### src/rtl/offdiv_pkg.sv
package offdiv_pkg;
  localparam int DEF_W      = 14;
  localparam int DEF_OFFSET = 856;
endpackage

### src/rtl/offdiv_offset_add.sv
module offdiv_offset_add #(
  parameter int W      = offdiv_pkg::DEF_W,
  parameter int OFFSET = offdiv_pkg::DEF_OFFSET
) (
  input  logic [W-1:0] n_i,
  input  logic         tr_i,
  output logic [W-1:0] eff_o
);
  localparam logic [W-1:0] OFF_W = W'(OFFSET);

  generate
    if (OFFSET == 0) begin : g_bypass
      always_comb eff_o = n_i;
      logic unused_tr;
      always_comb unused_tr = tr_i;
    end else begin : g_add
      // truncating add: the sum wraps modulo 2^W
      always_comb eff_o = tr_i ? n_i : (n_i + OFF_W);
    end
  endgenerate
endmodule

### src/rtl/offdiv_down_cnt.sv
module offdiv_down_cnt #(
  parameter int W = offdiv_pkg::DEF_W
) (
  input  logic         clk_i,
  input  logic         rst_i,
  input  logic [W-1:0] eff_i,
  output logic         fv_o,
  output logic [W-1:0] ratio_o
);
  localparam logic [W-1:0] ONE = W'(1);

  logic [W-1:0] cnt_q;
  logic [W-1:0] ratio_q;
  logic         fv_q;
  logic         term;

  always_comb term = (cnt_q == '0);

  always_ff @(posedge clk_i) begin
    if (rst_i) begin
      cnt_q   <= '0;
      ratio_q <= '0;
      fv_q    <= 1'b0;
    end else begin
      fv_q <= term;
      if (term) begin
        ratio_q <= eff_i;
        cnt_q   <= (eff_i <= ONE) ? '0 : (eff_i - ONE);
      end else begin
        cnt_q <= cnt_q - ONE;
      end
    end
  end

  always_comb begin
    fv_o    = fv_q;
    ratio_o = ratio_q;
  end


  fv_gap_chk: assert property (@(posedge clk_i) disable iff (rst_i)
    (fv_q && ratio_q > ONE) |=> !fv_q);


  unit_ratio_chk: assert property (@(posedge clk_i) disable iff (rst_i)
    (fv_q && ratio_q <= ONE) |=> fv_q);


  ratio_hold_chk: assert property (@(posedge clk_i) disable iff (rst_i)
    !fv_q |-> $stable(ratio_q));
endmodule

### src/rtl/offset_divider.sv
module offset_divider #(
  parameter int W      = offdiv_pkg::DEF_W,
  parameter int OFFSET = offdiv_pkg::DEF_OFFSET
) (
  input  logic         clk_i,
  input  logic         rst_i,
  input  logic [W-1:0] n_i,
  input  logic         tr_i,
  output logic         fv_o,
  output logic [W-1:0] ratio_o
);
  logic [W-1:0] eff_w;

  offdiv_offset_add #(.W(W), .OFFSET(OFFSET)) add_i (
    .n_i   (n_i),
    .tr_i  (tr_i),
    .eff_o (eff_w)
  );

  offdiv_down_cnt #(.W(W)) cnt_i (
    .clk_i   (clk_i),
    .rst_i   (rst_i),
    .eff_i   (eff_w),
    .fv_o    (fv_o),
    .ratio_o (ratio_o)
  );

  generate
    if (OFFSET > 0) begin : g_wrap_chk
      localparam logic [W-1:0] WRAP_AT = W'((1 << W) - OFFSET);
      localparam logic [W-1:0] OFF_W   = W'(OFFSET);

      wrap_chk: assert property (@(posedge clk_i) disable iff (rst_i)
        (!tr_i && n_i >= WRAP_AT) |-> (eff_w < OFF_W));
    end
  endgenerate
endmodule

### config.mk
export PLATFORM = sky130hd
export DESIGN_NAME = offset_divider
export DESIGN_NICKNAME = d
export VERILOG_FILES = /design/src/rtl/offdiv_pkg.sv /design/src/rtl/offdiv_offset_add.sv /design/src/rtl/offdiv_down_cnt.sv /design/src/rtl/offset_divider.sv
export SDC_FILE = /design/constraint.sdc
export NUM_CORES = 1
export LEC_CHECK = 0
export BUFFER_PORTS_ARGS = -buffer_cell sky130_fd_sc_hd__buf_2
export CAP_MARGIN = 20
export CORE_ASPECT_RATIO = 0.75
export CORE_UTILIZATION = 50
export DETAILED_ROUTE_END_ITERATION = 10
export PLACE_DENSITY = 0.69
export SLEW_MARGIN = 20
export SYNTH_ARGS = -nofsm -noshare
export SYNTH_HDL_FRONTEND = slang
export SYNTH_SLANG_ARGS = --single-unit
### constraint.sdc
create_clock -name clk_i -period 2.95 [get_ports clk_i]
set_clock_uncertainty 0.05 [all_clocks]
set_input_delay 0.59 -clock clk_i [delete_from_list [all_inputs] [get_ports clk_i]]
set_output_delay 0.59 -clock clk_i [all_outputs]
set_load 0.005 [all_outputs]
Word-level counts from Yosys, hierarchy flattened:

Index checks and enable logic that the tools add are counted.
Widths: inputs -> output; s select.

* bits in registers: 29
* output and inout bits: 15
* logic and storage cells: 11

* $add $sub $neg: 3
* magnitude comparators: 1
* muxes and demuxes: 3
* reductions and logical operators: 1

Operators by type and width (count)
* $mux 14: 3
* $sub 14x1->14 const B: 2
* $add 14x10->14 const B: 1
* $le 14x1->1 const B: 1
* $logic_not 14->1: 1

Longest topological paths before layout:

Gate-level depths: netlist (run 1).

* depth after elaboration: 5
* mapped depth: 10
* gate-level depth less buffers: 9

Modules after synthesis:

A second synthesis (run 1) with hierarchy kept.

* cells, all modules: 236
* area total of the unflattened synthesis: 1896.8 µm²

By module, submodules not included
* offdiv_down_cnt: instances 1, cells each 199, area an instance 1642.8 µm², seq. area each 580.6 µm²
* offdiv_offset_add: instances 1, cells each 37, area an instance 254.0 µm², seq. area each 0.0 µm²

Worst setup path before layout (run 1):

No wires, ideal clock.

* kind: input port to flip-flop
* start: input n_i[3]
* end: register cnt_i.cnt_q[0]
* data arrival time: 2.373 ns
* required time: 2.772 ns
* setup slack: 0.400 ns
* stages: 10
* path through: inv_1 ha_1 or4bb_1 o211ai_2 nand2_4 and4bb_1 nand4_2 buf_6 a31oi_1 nor2_1

* word-level cells in the longest chain between the ends: 5

RTL lines
* from (decl): RTL line offset_divider.sv:7 `input logic [W-1:0] n_i,`
* $add 14x10->14: RTL line offdiv_offset_add.sv:18 `always_comb eff_o = tr_i ? n_i : (n_i + OFF_W);`
* $mux 14 *: RTL line offdiv_offset_add.sv:18
* $le 14x1->1 *: RTL line offdiv_down_cnt.sv:28 `cnt_q <= (eff_i <= ONE) ? '0 : (eff_i - ONE);`
* $mux 14 *: RTL line offdiv_down_cnt.sv:28
* $mux 14 *: RTL line offdiv_down_cnt.sv:26 `if (term) begin`
* to (signal assigned): RTL line offdiv_down_cnt.sv:28
* to (signal assigned): RTL line offdiv_down_cnt.sv:30 `cnt_q <= cnt_q - ONE;`
* to (decl): RTL line offdiv_down_cnt.sv:12 `logic [W-1:0] cnt_q;`

Every way passes the cells marked *; elsewhere a longest branch is shown, timed or not.
A chain may end at the register's enable or synchronous reset.

Worst setup path in the final report (run 1):

* start: input n_i[4]
* end: register cnt_i.cnt_q[11]

* word-level cells in the longest chain between the ends: 5

RTL lines (RTL line)
* $add 14x10->14: offdiv_offset_add.sv:18
* $mux 14 *: offdiv_offset_add.sv:18
* $sub 14x1->14 / $le 14x1->1 (equally long branches): offdiv_down_cnt.sv:28
* $mux 14 *: offdiv_down_cnt.sv:28
* $mux 14 *: offdiv_down_cnt.sv:26

Marks and branches as above.

==> results by group, run 1 <==
Critical path
  • Data arrival, critical path: 2.79 ns
  • Crit path launch type: input pin
  • CP cell instances: buf_2 > inv_1 > ha_1 > or4bb_1 > o211ai_2 > nand2_4 > and4bb_1 > nand4_2 > nand3b_1 > o32ai_1
  • CP endpoint kind: register
  • R2R Setup Slk: about 0.79 ns
  • WS Path Type: in -> reg
  • Reg2Reg Depth: 8
  • Worst r2r src: cnt_i.cnt_q[9]
  • Crit-path max cell delay: roughly 0.51 ns
  • CP Max Fanout: 12
  • Slowest CP cell: or4bb_1
  • Worst r2r dst: cnt_i.cnt_q[0]
  • Required @ worst endpoint: slightly above 3 ns

Power and ir drop
  • P_leak: ~0.9 nW
  • Pint: about 1.1 mW
  • Final Power: around 1.8 mW
  • PD cells: approximately 800 mW/mm^2
  • Comb power frac: 0.466
  • NetSw: just over 700 uW
  • Clk pwr share: 0.180
  • Flop pwr share: 0.353
  • Switching share of power: 0.401
  • Maximum vdd drop: 0.000537 V

Clocking
  • CTS max path bufs: 2
  • CTS H-tree depth: 2
  • Post-CTS Setup Bufs: 0
  • Cts hold-fix bufs: 0
  • Clk slew on worst S/H paths: around 0.060 ns
  • # clock sinks: 29
  • Root Driver: clkbuf_8
  • CTS Buf Count: 5
  • CTS tree: yes
  • Worst-skew pair later-pin latency: 0.28 ns
  • CTS resizes: 0

Yosys
  • Mean Syn Cell Area: just under 8 sq um
  • Post-synthesis sequential area ratio: 0.302
  • Main combinational cell family by area after synthesis: simple AND/OR/NAND/NOR gates
  • Post-synthesis mux area share: 0
  • Primary FF master, synth: dfxtp_1
  • #FFs+latches synth: 29
  • Mapped cell area: between 0.0015 and 0.002 sq mm
  • Synth Area in XOR/XNOR: 0.114
  • Async S/R FF share, synth: 0
  • Simple-gate share of the synthesized area: 0.298
  • Yosys Warn Count: 0
  • Synth Area in Compound Gates: 0.204
  • Synth unique cells: 48
  • EDFF count, synth: 0
  • Synthesized net count: ~270
  • Post-Synth Adder-Cell Area: 0.0261
  • Synthesized instance count: approximately 250

Final layout
  • # fillers: between 300 and 400
  • Register Area: a little under 600 sq um
  • Diodes inserted: 0
  • Layout cells sized above 1: 0.197
  • P&R area growth vs syn: 14.5%
  • Most common cell after layout, fill and taps aside: buf_2
  • Multi-input gate area: around 0.0012 sq mm
  • Most frequent cells in the layout: buf_2, nand2_1, dfxtp_1
  • Design area: ~0.0022 sq mm
  • Fin nets: ~300

Floorplan
  • Initial Utilization: 0.525
  • Die height: approximately 56 um
  • Total core area: 0.00366 sq mm
  • Die width: 73.6 um
  • Die area: between 0.004 and 0.005 sq mm
  • # IOs: 32
  • Row count: 19

Placed design
  • PortBufs: 31
  • Setup Slack @ Placement: -0.0169 ns
  • Dpl cell area: approximately 0.0021 sq mm
  • Final GP Congestion: 0.845
  • DP HPWL: 3.15 mm

Timing
  • Fmax: between 0.3 and 0.4 GHz
  • Tcrit/Tclk final: 0.913
  • RSZ-0062 raised after global routing: false
  • Final Slew Violations: 0
  • Setup violators final: 0
  • Worst Tran Pin Value: between 0.5 and 0.6 ns
  • Final hold vios: 0
  • Relative slew margins: 0.613
  • Post-route setup slack: roughly 0.26 ns
  • TNS Setup: 0 ns
  • Crit path time final: 2.69 ns

Drt
  • DRT iter0 DRCs: ~110
  • Vias: between 1.5k and 2k
  • DR vias/cell: 5.61
  • Final WL: around 4.4 mm
  • DR WL/cell: 13.3 um
  • Pre-antenna DRT Iters: 4
  • Antenna Nets Post-Route: 0
  • DRC Markers: 0

Global route
  • Vias in the first global route: 1620
  • Largest net degree at the start of global routing: 33
  • Residual overflow from global routing: 0
  • First-pass GRT wire length: around 7.6 mm
  • Initial antenna violation count: 0
  • Total GRT Usage: 0.238

Flow run
  • Max-cap violations: 0

Status
  • Outcome: completed

Hold path
  • HP Start: cnt_i.ratio_o[9]
  • Hold Path Class: reg -> reg
  • Hold endpoint: cnt_i.ratio_o[9]
  • Worst Hold Depth: 2
final cells by class:
cell class                      count  area share
Clock inverter                      2     0.00455
Tap cell                           52      0.0296
Multi-Input combinational cell    195       0.561
Clock buffer                        6      0.0330
Timing Repair Buffer               37      0.0911
Sequential cell                    29       0.264
Inverter                           10      0.0171
through the flow:
| stage | hold WS [ns] | util | cells |
|---|---|---|---|
| 2_1_floorplan | 0.398 | - | 247 |
| 3_5_place_dp | 0.392 | 0.578 | 323 |
| 6_report | 0.405 | 0.600 | 331 |
| 4_1_cts | 0.406 | 0.600 | 331 |
| 3_3_place_gp | 0.389 | 0.578 | 323 |
| 5_1_grt | 0.426 | 0.600 | 331 |
worst max-delay path by stage:
stage / from / endpoint / slack, ns / cells past startpoint
4_1_cts: n_i[4] / cnt_i.cnt_q[11] / 0.30 / 10
3_3_place_gp: n_i[4] / cnt_i.cnt_q[11] / 0.04 / 10
2_1_floorplan: n_i[3] / cnt_i.cnt_q[0] / 0.40 / 10
3_5_place_dp: n_i[4] / cnt_i.cnt_q[12] / -0.02 / 10
6_report: n_i[4] / cnt_i.cnt_q[11] / 0.26 / 10
5_1_grt: n_i[4] / cnt_i.cnt_q[0] / 0.11 / 10
cell usage after synthesis, types with 2 or more instances:
master,n,share of area
nand3_1,6,0.016
buf_6,2,0.012
nand3b_1,3,0.012
nor2_1,23,0.045
and3_1,3,0.0098
xor2_1,6,0.027
xnor2_1,19,0.087
o21ai_0,7,0.018
clkbuf_1,6,0.012
ha_1,4,0.026
inv_1,10,0.020
o21a_1,4,0.016
nor3_1,11,0.029
buf_2,5,0.013
nor4_1,3,0.0098
o21ai_1,4,0.010
dfxtp_1,29,0.30
a211oi_1,9,0.035
or2_2,2,0.0065
o22ai_1,3,0.0098
a31oi_1,4,0.013
nand2_1,30,0.059
o211ai_2,2,0.013
nand4b_1,2,0.0091
nand4_1,3,0.0098
or4bb_1,2,0.012
nand2b_1,4,0.013
a21oi_1,21,0.055
flip-flops by register name (all words and copies together), names as in the netlist:
register       cells
cnt_i.cnt_q       14
cnt_i.fv_o         1
cnt_i.ratio_o     14
power by group through the flow:
stage	Combinational [mW]	Clock, mW	Sequential, mW
finish	0.819	0.317	0.621
global route	0.931	0.341	0.641
CTS	0.820	0.326	0.620
detailed placement	0.816	0	0.627
global placement	0.804	0	0.623
floorplan	0.600	0	0.621
logic make-up after synthesis:
group,count (synthesis)
compound gates,61
xor+xnor,25
fa+ha+maj,4
buf+inv,23
flops,29
simple gates,105
layer usage:
layer | vias to the layer above | routed length, um | share of wire | track usage
met2 | 43 | 1940 | 0.44 | 0.353
met5 | - | 0 | 0 | 0
met3 | 7 | 209 | 0.047 | 0.0489
li1 | 944 | - | - | -
met4 | 0 | 60 | 0.014 | 0.0742
met1 | 864 | 2200 | 0.50 | 0.345
critical path: cells and delay by family:
| kind | cells | cell delay, ns |
|---|---|---|
| buffers and inverters | 2 | 0.18 |
| AND/OR/NAND/NOR | 5 | 1.47 |
| AO/OA/AOI/OAI | 2 | 0.21 |
| adder cells (fa/ha/maj) | 1 | 0.35 |
Power figures use the tool's default switching activity.
==> inputs of run 2 (changes only) <==
--- a/config.mk
+++ b/config.mk
@@ -8,7 +8,9 @@
 export BUFFER_PORTS_ARGS = -buffer_cell sky130_fd_sc_hd__buf_2
 export CAP_MARGIN = 20
 export CORE_ASPECT_RATIO = 0.75
+export CORE_MARGIN = 5
 export CORE_UTILIZATION = 50
+export CTS_BUF_LIST = sky130_fd_sc_hd__clkbuf_2
 export DETAILED_ROUTE_END_ITERATION = 10
 export PLACE_DENSITY = 0.69
 export SLEW_MARGIN = 20
==> results by group, run 2 (synthesized netlist as in run 1, its figures left out) <==
Status
  • Outcome: completed (unchanged)

Timing
  • Fmax: 0.387 GHz (was 0.371 GHz)
  • Worst Tran Pin Value: 0.553 ns (was 0.581 ns)
  • Final hold vios: 0 (unchanged)
  • TNS Setup: 0 ns (unchanged)
  • Final Slew Violations: 0 (unchanged)
  • RSZ-0062 raised after global routing: false (unchanged)
  • Crit path time final: 2.59 ns (was 2.69 ns)
  • Relative slew margins: 0.631 (was 0.613)
  • Setup violators final: 0 (unchanged)
  • Tcrit/Tclk final: 0.876 (was 0.913)
  • Hold_ws: 0.415 ns (was 0.405 ns)

Critical path
  • Worst r2r dst: cnt_i.cnt_q[11] (was cnt_i.cnt_q[0])
  • Slowest CP cell: or4bb_1 (unchanged)
  • Required @ worst endpoint: 3.14 ns (was 3.05 ns)
  • Reg2Reg Depth: 7 (was 8)
  • WS Path Type: in -> reg (unchanged)
  • CP Max Fanout: 12 (unchanged)
  • R2R Setup Slk: 0.79 ns (about the same)
  • Data arrival, critical path: 2.77 ns (was 2.79 ns)
  • CP startpoint: n_i[4] (unchanged)
  • Crit path launch type: input pin (unchanged)
  • CP cell instances: buf_2 > inv_1 > ha_1 > or4bb_1 > o211ai_2 > nand2_4 > and4bb_1 > nand4_2 > nand3b_1 > o32ai_1 (unchanged)
  • Worst r2r src: cnt_i.cnt_q[9] (unchanged)
  • CP endpoint kind: register (unchanged)
  • Crit-path max cell delay: 0.51 ns (about the same)

Hold path
  • HP Start: cnt_i.ratio_o[9] (unchanged)
  • Hold Path Class: reg -> reg (unchanged)
  • Worst Hold Depth: 2 (unchanged)
  • Hold endpoint: cnt_i.ratio_o[9] (unchanged)

Clocking
  • CTS Buf Count: 5 (unchanged)
  • Clk slew on worst S/H paths: 0.15 ns (was 0.06 ns)
  • Root Driver: clkbuf_2 (was clkbuf_8)
  • Cts hold-fix bufs: 0 (unchanged)
  • # clock sinks: 29 (unchanged)
  • Worst-skew pair later-pin latency: 0.37 ns (was 0.28 ns)
  • CTS tree: yes (unchanged)
  • CTS max path bufs: 2 (unchanged)
  • CTS resizes: 0 (unchanged)
  • CTS H-tree depth: 2 (unchanged)
  • Post-CTS Setup Bufs: 0 (unchanged)

Drt
  • DRC Markers: 0 (unchanged)
  • Vias: 1776 (was 1858)
  • DR WL/cell: 12.9 um (was 13.3 um)
  • Pre-antenna DRT Iters: 5 (was 4)
  • Final WL: 4.28 mm (was 4.41 mm)
  • DR vias/cell: 5.37 (was 5.61)
  • Antenna Nets Post-Route: 0 (unchanged)
  • DRT iter0 DRCs: 110 (was 112)

Power and ir drop
  • Final Power: 1.80 mW (was 1.76 mW)
  • Maximum vdd drop: 0.000471 V (was 0.000537 V)
  • P_leak: 0.892 nW (was 0.884 nW)
  • PD cells: 817 mW/mm^2 (was 799 mW/mm^2)

Placed design
  • DP HPWL: 3.22 mm (was 3.15 mm)
  • PortBufs: 31 (unchanged)
  • Final GP Congestion: 0.788 (was 0.845)

Floorplan
  • # IOs: 32 (unchanged)
  • Row count: 19 (unchanged)
  • Die width: 81.6 um (was 73.6 um)
  • Total core area: 0.00368 sq mm (was 0.00366 sq mm)
  • Die height: 63.7 um (was 55.7 um)
  • Die area: 0.00519 sq mm (was 0.00410 sq mm)
  • Initial Utilization: 0.521 (was 0.525)

Flow run
  • Max-cap violations: 0 (unchanged)

Global route
  • Total GRT Usage: 0.178 (was 0.238)
  • First-pass GRT wire length: 7.33 mm (was 7.60 mm)
  • Initial antenna violation count: 0 (unchanged)
  • Largest net degree at the start of global routing: 33 (unchanged)
  • Residual overflow from global routing: 0 (unchanged)
  • Vias in the first global route: 1658 (was 1620)

Final layout
  • Fin nets: 299 (unchanged)
  • Diodes inserted: 0 (unchanged)
  • P&R area growth vs syn: 14.9% (was 14.5%)
  • Most frequent cells in the layout: buf_2, nand2_1, dfxtp_1 (unchanged)
  • Layout cells sized above 1: 0.201 (was 0.197)
  • Most common cell after layout, fill and taps aside: buf_2 (unchanged)
-- run 2: cell count changes in the layout (fill, tap and decap cells not counted), sizes merged --
cell	before	now
bufinv	0	2
clkbuf	6	5
clkinv	2	1
-- run 2: worst max path at each step --
stage,to
2_1_floorplan,cnt_i.cnt_q[0]
3_3_place_gp,cnt_i.cnt_q[11]
3_5_place_dp,cnt_i.cnt_q[11]
4_1_cts,cnt_i.cnt_q[11]
5_1_grt,cnt_i.cnt_q[12]
6_report,cnt_i.cnt_q[11]
-- run 2: layout make-up --
| cell class | count | area [sq um] |
|---|---|---|
| multi-input combinational | 195 | 1230 |
| fill | 349 | 1480 |
| inverter | 10 | 37.5 |
| clock buffer | 5 | 25.0 |
| clock inverter | 3 | 65.1 |
| sequential | 29 | 581 |
| timing repair buffer | 37 | 200 |
| tap | 52 | 65.1 |
-- run 2: critical path: cells and delay by family --
| kind | cells | cell delay (ns) |
|---|---|---|
| compound gates | 2 | 0.20 |
| fa+ha+maj | 1 | 0.35 |
| buf+inv | 2 | 0.18 |
| simple gates | 5 | 1.46 |
-- run 2: per-layer routing --
| metal | track usage | vias to the layer above | routed length [um] |
|---|---|---|---|
| li1 | - | 943 | - |
| met1 | 0.231 | 780 | 2030 |
| met2 | 0.288 | 46 | 1920 |
| met3 | 0.0470 | 7 | 276 |
| met4 | 0.0443 | 0 | 43 |
| met5 | 0 | - | 0 |
-- run 2: per-stage QoR --
step	utilization	cell area, sq um	setup WS, ns	cells
final	0.599	2210	0.365	331
after global routing	0.599	2210	0.247	331
after CTS	0.599	2210	0.402	331
after detailed placement	0.574	2120	-0.00600	323
after global placement	0.574	2120	0.0575	323
after floorplan	-	1920	0.400	247
-- run 2: where the power goes --
group | total [mW] | internal, mW | switching, mW
combinational | 0.808 | 0.359 | 0.450
clock | 0.377 | 0.227 | 0.150
sequential | 0.616 | 0.528 | 0.0879
